$ cat config.mk
export PLATFORM = sky130hd
export DESIGN_NAME = dsd_data_space
export DESIGN_NICKNAME = d
export VERILOG_FILES = /design/src/rtl/dsd_pkg.sv /design/src/rtl/dsd_addr_decode.sv /design/src/rtl/dsd_core_regs.sv /design/src/rtl/dsd_rsp.sv /design/src/rtl/dsd_data_space.sv
export SDC_FILE = /design/constraint.sdc
export NUM_CORES = 1
export LEC_CHECK = 0
export BUFFER_PORTS_ARGS = -buffer_cell sky130_fd_sc_hd__buf_4
export CAP_MARGIN = 30
export CORE_ASPECT_RATIO = 1.5
export CORE_MARGIN = 1
export CORE_UTILIZATION = 42
export CTS_BUF_LIST = sky130_fd_sc_hd__clkbuf_8
export CTS_CLUSTER_SIZE = 14
export DETAILED_ROUTE_END_ITERATION = 8
export MAX_ROUTING_LAYER = met4
export PLACE_DENSITY = 0.79
export SLEW_MARGIN = 20
export SYNTH_ARGS = -nofsm -noshare
export SYNTH_HDL_FRONTEND = slang
export SYNTH_SLANG_ARGS = --single-unit
$ cat constraint.sdc
create_clock -name clk -period 1.1 [get_ports clk]
set_input_delay 0 -clock clk [delete_from_list [all_inputs] [get_ports clk]]
set_output_delay 0 -clock clk [all_outputs]
set_load 0.05 [all_outputs]
$ cat src/rtl/dsd_pkg.sv
package dsd_pkg;

  localparam int unsigned BYTE_W         = 8;
  localparam int unsigned PAGE_W         = 24;
  localparam int unsigned SP_W           = 2 * BYTE_W;
  localparam int unsigned NUM_PAGE       = 5;
  localparam int unsigned NUM_CORE_PORTS = 8;

  // Where an accepted request is served.
  typedef enum logic [1:0] {
    TGT_GPR  = 2'd0,
    TGT_CORE = 2'd1,
    TGT_BUS  = 2'd2
  } dsd_tgt_e;

  // Core-owned port index = port - (NUM_IO - 8); order fixes the port numbers.
  typedef enum logic [2:0] {
    SR_PAGE_D   = 3'd0,
    SR_PAGE_X   = 3'd1,
    SR_PAGE_Y   = 3'd2,
    SR_PAGE_Z   = 3'd3,
    SR_PAGE_EXT = 3'd4,
    SR_SP_LO    = 3'd5,
    SR_SP_HI    = 3'd6,
    SR_STATUS   = 3'd7
  } dsd_sreg_e;

endpackage

$ cat src/rtl/dsd_addr_decode.sv
module dsd_addr_decode
  import dsd_pkg::*;
#(
  parameter int unsigned NUM_GPR  = 32,
  parameter int unsigned NUM_IO   = 64,
  parameter int unsigned DAW      = 16,
  parameter int unsigned MAW      = 24,
  parameter logic [MAW-1:0] MEM_BASE = MAW'('h80_0000),
  localparam int unsigned GW      = $clog2(NUM_GPR),
  localparam int unsigned IOW     = $clog2(NUM_IO)
) (
  input  logic           is_io,
  input  logic [DAW-1:0] addr,
  output dsd_tgt_e       tgt,
  output dsd_sreg_e      core_sel,
  output logic [GW-1:0]  gpr_idx,
  output logic [MAW-1:0] bus_addr
);

  localparam logic [DAW-1:0] GPR_LIM    = DAW'(NUM_GPR);
  localparam logic [DAW-1:0] WINDOW_END = DAW'(NUM_GPR + NUM_IO);
  localparam logic [IOW-1:0] CORE_FIRST = IOW'(NUM_IO - NUM_CORE_PORTS);
  localparam logic [MAW-1:0] IO_BASE    = MEM_BASE + MAW'(NUM_GPR);

  logic           in_io;
  logic [IOW-1:0] port;

  always_comb begin
    in_io    = 1'b0;
    port     = '0;
    tgt      = TGT_GPR;
    core_sel = SR_PAGE_D;
    gpr_idx  = addr[GW-1:0];
    bus_addr = MEM_BASE + MAW'(addr);

    if (is_io) begin
      in_io = 1'b1;
      port  = addr[IOW-1:0];
    end else if (addr < GPR_LIM) begin
      tgt = TGT_GPR;
    end else if (addr < WINDOW_END) begin
      in_io = 1'b1;
      port  = IOW'(addr - GPR_LIM);
    end else begin
      tgt = TGT_BUS;
    end

    if (in_io) begin
      if (port >= CORE_FIRST) begin
        tgt      = TGT_CORE;
        // NUM_IO is a power of two >= 8, so the low three bits give the index.
        core_sel = dsd_sreg_e'(port[2:0]);
      end else begin
        tgt      = TGT_BUS;
        bus_addr = IO_BASE + MAW'(port);
      end
    end
  end

endmodule

$ cat src/rtl/dsd_core_regs.sv
module dsd_core_regs
  import dsd_pkg::*;
#(
  parameter logic [3:0] RAMP_MASK = 4'hF,
  parameter bit         SP_WIDE   = 1'b1
) (
  input  logic                             clk,
  input  logic                             rst_n,
  input  logic                             wr_en,
  input  dsd_sreg_e                        sel,
  input  logic [BYTE_W-1:0]                wdata,
  output logic [BYTE_W-1:0]                rd_byte,
  output logic [NUM_PAGE-1:0][PAGE_W-1:0]  page_q,
  output logic [SP_W-1:0]                  sp_q,
  output logic [BYTE_W-1:0]                sreg_q
);

  // Extended-jump page register is always writable.
  localparam logic [NUM_PAGE-1:0] PAGE_WR_MASK = {1'b1, RAMP_MASK};

  for (genvar g = 0; g < NUM_PAGE; g++) begin : g_page
    if (PAGE_WR_MASK[g]) begin : g_live
      logic              en;
      logic [PAGE_W-1:0] q_d;
      logic [PAGE_W-1:0] q_r;

      always_comb begin
        en  = wr_en && (sel == dsd_sreg_e'(3'(g)));
        q_d = {wdata, {(PAGE_W - BYTE_W){1'b0}}};
      end

      always_ff @(posedge clk or negedge rst_n) begin
        if (!rst_n)  q_r <= '0;
        else if (en) q_r <= q_d;
      end

      assign page_q[g] = q_r;
    end else begin : g_fixed
      assign page_q[g] = '0;
    end
  end

  // Stack pointer, low byte.
  logic              sp_lo_en;
  logic [BYTE_W-1:0] sp_lo_r;

  always_comb sp_lo_en = wr_en && (sel == SR_SP_LO);

  always_ff @(posedge clk or negedge rst_n) begin
    if (!rst_n)        sp_lo_r <= '0;
    else if (sp_lo_en) sp_lo_r <= wdata;
  end

  assign sp_q[BYTE_W-1:0] = sp_lo_r;

  // Stack pointer, high byte.
  if (SP_WIDE) begin : g_sp_wide
    logic              en;
    logic [BYTE_W-1:0] hi_r;

    always_comb en = wr_en && (sel == SR_SP_HI);

    always_ff @(posedge clk or negedge rst_n) begin
      if (!rst_n)  hi_r <= '0;
      else if (en) hi_r <= wdata;
    end

    assign sp_q[SP_W-1:BYTE_W] = hi_r;
  end else begin : g_sp_narrow
    assign sp_q[SP_W-1:BYTE_W] = '0;
  end

  // Status register.
  logic              st_en;
  logic [BYTE_W-1:0] st_r;

  always_comb st_en = wr_en && (sel == SR_STATUS);

  always_ff @(posedge clk or negedge rst_n) begin
    if (!rst_n)     st_r <= '0;
    else if (st_en) st_r <= wdata;
  end

  assign sreg_q = st_r;

  // Read selection.
  always_comb begin
    unique case (sel)
      SR_PAGE_D:   rd_byte = page_q[0][PAGE_W-1 -: BYTE_W];
      SR_PAGE_X:   rd_byte = page_q[1][PAGE_W-1 -: BYTE_W];
      SR_PAGE_Y:   rd_byte = page_q[2][PAGE_W-1 -: BYTE_W];
      SR_PAGE_Z:   rd_byte = page_q[3][PAGE_W-1 -: BYTE_W];
      SR_PAGE_EXT: rd_byte = page_q[4][PAGE_W-1 -: BYTE_W];
      SR_SP_LO:    rd_byte = sp_q[BYTE_W-1:0];
      SR_SP_HI:    rd_byte = sp_q[SP_W-1:BYTE_W];
      default:     rd_byte = sreg_q;
    endcase
  end

endmodule

$ cat src/rtl/dsd_rsp.sv
module dsd_rsp
  import dsd_pkg::*;
(
  input  logic              clk,
  input  logic              rst_n,
  input  logic              take,
  input  dsd_tgt_e          tgt,
  input  logic [BYTE_W-1:0] gpr_byte,
  input  logic [BYTE_W-1:0] core_byte,
  input  logic [BYTE_W-1:0] bus_byte,
  output logic              rsp_valid,
  output logic [BYTE_W-1:0] rsp_data
);

  logic              valid_d;
  logic [BYTE_W-1:0] data_d;

  always_comb begin
    valid_d = take;
    unique case (tgt)
      TGT_GPR:  data_d = gpr_byte;
      TGT_CORE: data_d = core_byte;
      default:  data_d = bus_byte;
    endcase
  end

  always_ff @(posedge clk or negedge rst_n) begin
    if (!rst_n) rsp_valid <= 1'b0;
    else        rsp_valid <= valid_d;
  end

  always_ff @(posedge clk or negedge rst_n) begin
    if (!rst_n)    rsp_data <= '0;
    else if (take) rsp_data <= data_d;
  end

endmodule

$ cat src/rtl/dsd_data_space.sv
module dsd_data_space
  import dsd_pkg::*;
#(
  parameter int unsigned    NUM_GPR   = 32,
  parameter int unsigned    NUM_IO    = 64,
  parameter int unsigned    DAW       = 16,
  parameter int unsigned    MAW       = 24,
  parameter logic [MAW-1:0] MEM_BASE  = MAW'('h80_0000),
  parameter logic [3:0]     RAMP_MASK = 4'hF,
  parameter bit             SP_WIDE   = 1'b1,
  localparam int unsigned   GW        = $clog2(NUM_GPR)
) (
  input  logic           clk,
  input  logic           rst_n,
  input  logic           req_valid,
  output logic           req_ready,
  input  logic           req_io,
  input  logic           req_we,
  input  logic [DAW-1:0] req_addr,
  input  logic [7:0]     req_wdata,
  output logic           rsp_valid,
  output logic [7:0]     rsp_data,
  output logic           rf_we,
  output logic [GW-1:0]  rf_addr,
  output logic [7:0]     rf_wdata,
  input  logic [7:0]     rf_rdata,
  output logic           mem_valid,
  output logic           mem_we,
  output logic [MAW-1:0] mem_addr,
  output logic [7:0]     mem_wdata,
  input  logic [7:0]     mem_rdata,
  input  logic           mem_ready,
  output logic [23:0]    page_d,
  output logic [23:0]    page_x,
  output logic [23:0]    page_y,
  output logic [23:0]    page_z,
  output logic [23:0]    page_ext,
  output logic [15:0]    sp,
  output logic [7:0]     sreg
);

  dsd_tgt_e                        tgt;
  dsd_sreg_e                       core_sel;
  logic [GW-1:0]                   gpr_idx;
  logic [MAW-1:0]                  bus_addr;
  logic                            to_bus;
  logic                            fire;
  logic                            core_we;
  logic                            rd_take;
  logic [BYTE_W-1:0]               core_byte;
  logic [NUM_PAGE-1:0][PAGE_W-1:0] page_q;

  dsd_addr_decode #(
    .NUM_GPR  (NUM_GPR),
    .NUM_IO   (NUM_IO),
    .DAW      (DAW),
    .MAW      (MAW),
    .MEM_BASE (MEM_BASE)
  ) u_decode (
    .is_io    (req_io),
    .addr     (req_addr),
    .tgt      (tgt),
    .core_sel (core_sel),
    .gpr_idx  (gpr_idx),
    .bus_addr (bus_addr)
  );

  // Handshake and strobes: the bus target alone can stall the requester.
  always_comb begin
    to_bus    = (tgt == TGT_BUS);
    mem_valid = req_valid && to_bus;
    req_ready = to_bus ? mem_ready : 1'b1;
    fire      = req_valid && req_ready;
    rf_we     = fire && req_we && (tgt == TGT_GPR);
    core_we   = fire && req_we && (tgt == TGT_CORE);
    rd_take   = fire && !req_we;
  end

  assign mem_we    = req_we;
  assign mem_addr  = bus_addr;
  assign mem_wdata = req_wdata;
  assign rf_addr   = gpr_idx;
  assign rf_wdata  = req_wdata;

  dsd_core_regs #(
    .RAMP_MASK (RAMP_MASK),
    .SP_WIDE   (SP_WIDE)
  ) u_core_regs (
    .clk     (clk),
    .rst_n   (rst_n),
    .wr_en   (core_we),
    .sel     (core_sel),
    .wdata   (req_wdata),
    .rd_byte (core_byte),
    .page_q  (page_q),
    .sp_q    (sp),
    .sreg_q  (sreg)
  );

  assign page_d   = page_q[0];
  assign page_x   = page_q[1];
  assign page_y   = page_q[2];
  assign page_z   = page_q[3];
  assign page_ext = page_q[4];

  dsd_rsp u_rsp (
    .clk       (clk),
    .rst_n     (rst_n),
    .take      (rd_take),
    .tgt       (tgt),
    .gpr_byte  (rf_rdata),
    .core_byte (core_byte),
    .bus_byte  (mem_rdata),
    .rsp_valid (rsp_valid),
    .rsp_data  (rsp_data)
  );

endmodule

==> flow_summary.ini <==
[synthesis]
synth_top_family_by_area = buffers and inverters
synth_simple_gate_area_frac = 0.107
synth_cell_type_count = 47
ys_seq_area_frac = 0.398
synth-xor-area-share = 0.00191
synth.area.mux_share = 0.181
synth_compound_area_frac = 0.100
synthCells = 431
syn_area_per_cell_um2 = 10.7
mappedNetlistArea_um2 = 4590
synthArstFlopShare = 1.00
synth_ff_type = dfrtp_1
yosysWarnings = 0
ys_seq_elements = 73
synth_enable_flop_cells = 0
synth_adder_area_share = 0

[power_and_ir_drop]
powerDensity_nw_per_um2 = 1030
ir_drop_v = 0.000784
p_leak_uw = 0.00379

[cells_and_area]
final_common_cell = buf_4
n_fill_cell = 689
final_area_um2 = 7590
utilization = 0.717
instances_no_fill = 848
n_antenna_cell = 0
fin_nets = 745
layout_common_cells = buf_4 (217), conb_1 (88), dfrtp_1 (73)
area_delta_synth_final_pct = 65.3
drive_gt1_frac = 0.598

[clock_network]
clkLatencyLatePin_ns = 0.36
clock-sinks = 73
cts_tree = built
clk_root_buffer_cell = clkbuf_8
cts_max_level = 3
numCtsBuffers = 9
path_clk_slew_ns = 0.07
cts_max_path_buffers = 2

[timing]
hold_viol = 0
min_period_over_period = 1.51
setup_viol = 85
drv_slew = 0
finalCriticalPeriod_ns = 1.66
clock_skew_ns = 0.00621
setup_ws_ns = -0.558
rsz0062_at_grt = true
max_freq_ghz = 0.603

[flow_run]
max_cap_violations = 0

[critical_path]
crit_type = input port to register
r2r_slack_ns = -0.31
cp.arrival_ns = 1.90
r2r_start = u_core_regs.sp_lo_r[3]
end_kind = register
required_ns = 1.34
worstRegToRegCells = 4
cp-start-kind = input port
timing.critical_path.from = req_addr[8]
worstPathMaxFanout = 8
critPathCapture = u_core_regs.g_page[4].g_live.q_r[22]
r2r_end = u_rsp.rsp_data[3]

[outcome]
outcome = finished, violations left
violations = negative setup slack

[floorplanning]
rows = 46
start_util = 0.433
die_x_um = 87.4
dieArea_um2 = 11400
core_um2 = 10600
boundaryPins = 248
chipHeight_um = 130

[grt]
grt_pass1_vias = 4281
grt_use_total = 0.278
grt_max_degree = 74
antenna_found_initial = 0
grt_pass1_wl_um = 22800
overflow = 0

[hold_path]
hold_path.class = input port to register

[place]
placed_cells = 794
hpwl_um = 10900
placed_area_um2 = 6530
dp_slack_ns = -0.950
place_congestion = 0.893
port_buffers = 159

[route]
via_per_inst = 4.99
drc = 0
drt_iter0_drc = 232
wl_per_cell_um = 18.3
postRouteAntennaNets = 0
drt-total-wl_um = 15500
drt_first_pass_iters = 4
vias = 4234
## power breakdown
part	switching (uW)	internal [uW]	total [uW]	leakage, uW
Combinational	2010	931	2940	0.00272
Sequential	88.4	2800	2890	0.000991
Clock	1020	929	1950	0.0000888
Total	3120	4660	7780	0.00379
## registers in the layout, indices dropped and copies added (netlist names)
register                       flops
u_core_regs.g_page.g_live.q_r     40
u_core_regs.g_sp_wide.hi_r         8
u_core_regs.sp_lo_r                8
u_core_regs.sreg_q                 8
u_rsp.rsp_data                     8
u_rsp.rsp_valid                    1
## critical path, stage by stage
cell	delay (ns)
buf_4	0.12
buf_4	0.13
nor4_1	0.36
nand4_1	0.29
nand2_2	0.15
and2_1	0.17
and3b_2	0.22
buf_12	0.13
mux2_2	0.33
## timing repair
item / in CTS / in global routing
gates resized for setup: 72 / 44
hold buffers: 21 / 0
pin swaps: 21 / 10
setup endpoints to repair: 87 / 112
cloned: 0 / 0
buffers inserted: 17 / 6
hold endpoints to repair: 143 / 0
## worst min path at each step
stage / startpoint / end / slack [ns] / cells past startpoint
floorplan: rst_n / u_core_regs.g_page[0].g_live.q_r[16] / -0.30 / 0
CTS: mem_rdata[6] / u_rsp.rsp_data[6] / 0.05 / 3
finish: mem_rdata[6] / u_rsp.rsp_data[6] / 0.08 / 3
global placement: rst_n / u_core_regs.g_page[1].g_live.q_r[17] / 0.04 / 2
global route: mem_rdata[6] / u_rsp.rsp_data[6] / 0.07 / 3
detailed placement: rst_n / u_core_regs.g_page[1].g_live.q_r[21] / 0.05 / 2
## per-stage QoR
step | power (uW) | setup TNS [ns] | hold WS [ns]
global placement | 5520 | -64.51 | 0.0377
detailed placement | 5560 | -67.71 | 0.0451
CTS | 7720 | -33.66 | 0.0489
floorplan | 5000 | -54.47 | -0.296
finish | 7780 | -39.73 | 0.0789
global route | 8060 | -43.40 | 0.0671
## layer usage
metal	track usage	vias up	wire, um
met2	0.507	252	8590
li1	-	1855	-
met3	0.0474	40	858
met1	0.289	2087	5520
met5	-	-	0
met4	0.121	0	504
## logic make-up after synthesis
family / after synthesis
flops: 73
simple gates: 83
mux: 72
other cells: 2
buf+inv: 142
xor+xnor: 1
compound gates: 58
## area by class of cell
type | instances | area (um^2) | area share
well taps | 144 | 180 | 0.0237
flip-flops and latches | 73 | 1830 | 0.241
clock inverters | 5 | 31.3 | 0.00412
repair buffers | 302 | 2690 | 0.354
clock buffers | 11 | 151 | 0.0200
multi-input cells | 302 | 2660 | 0.350
inverters | 11 | 53.8 | 0.00709
## synthesized netlist by cell type (3+ instances only)
master / instances / share of area
inv_1: 10 / 0.0082
o22ai_1: 6 / 0.0082
o32ai_1: 6 / 0.011
nand2b_1: 3 / 0.0041
a221oi_1: 6 / 0.011
nand3_1: 6 / 0.0065
buf_2: 3 / 0.0033
nor3_1: 3 / 0.0033
clkbuf_1: 16 / 0.013
mux2_4: 8 / 0.026
nor2b_1: 3 / 0.0041
nand2_1: 10 / 0.0082
nand4_1: 3 / 0.0041
nor3_4: 4 / 0.014
buf_4: 110 / 0.18
and2_1: 12 / 0.016
mux2i_1: 8 / 0.017
a22oi_1: 12 / 0.020
a211oi_1: 8 / 0.013
or3_1: 3 / 0.0041
nor2_1: 27 / 0.022
a21oi_1: 4 / 0.0044
dfrtp_1: 73 / 0.40
mux2_2: 56 / 0.14
Note: power is estimated with default switching activity, not from simulation.
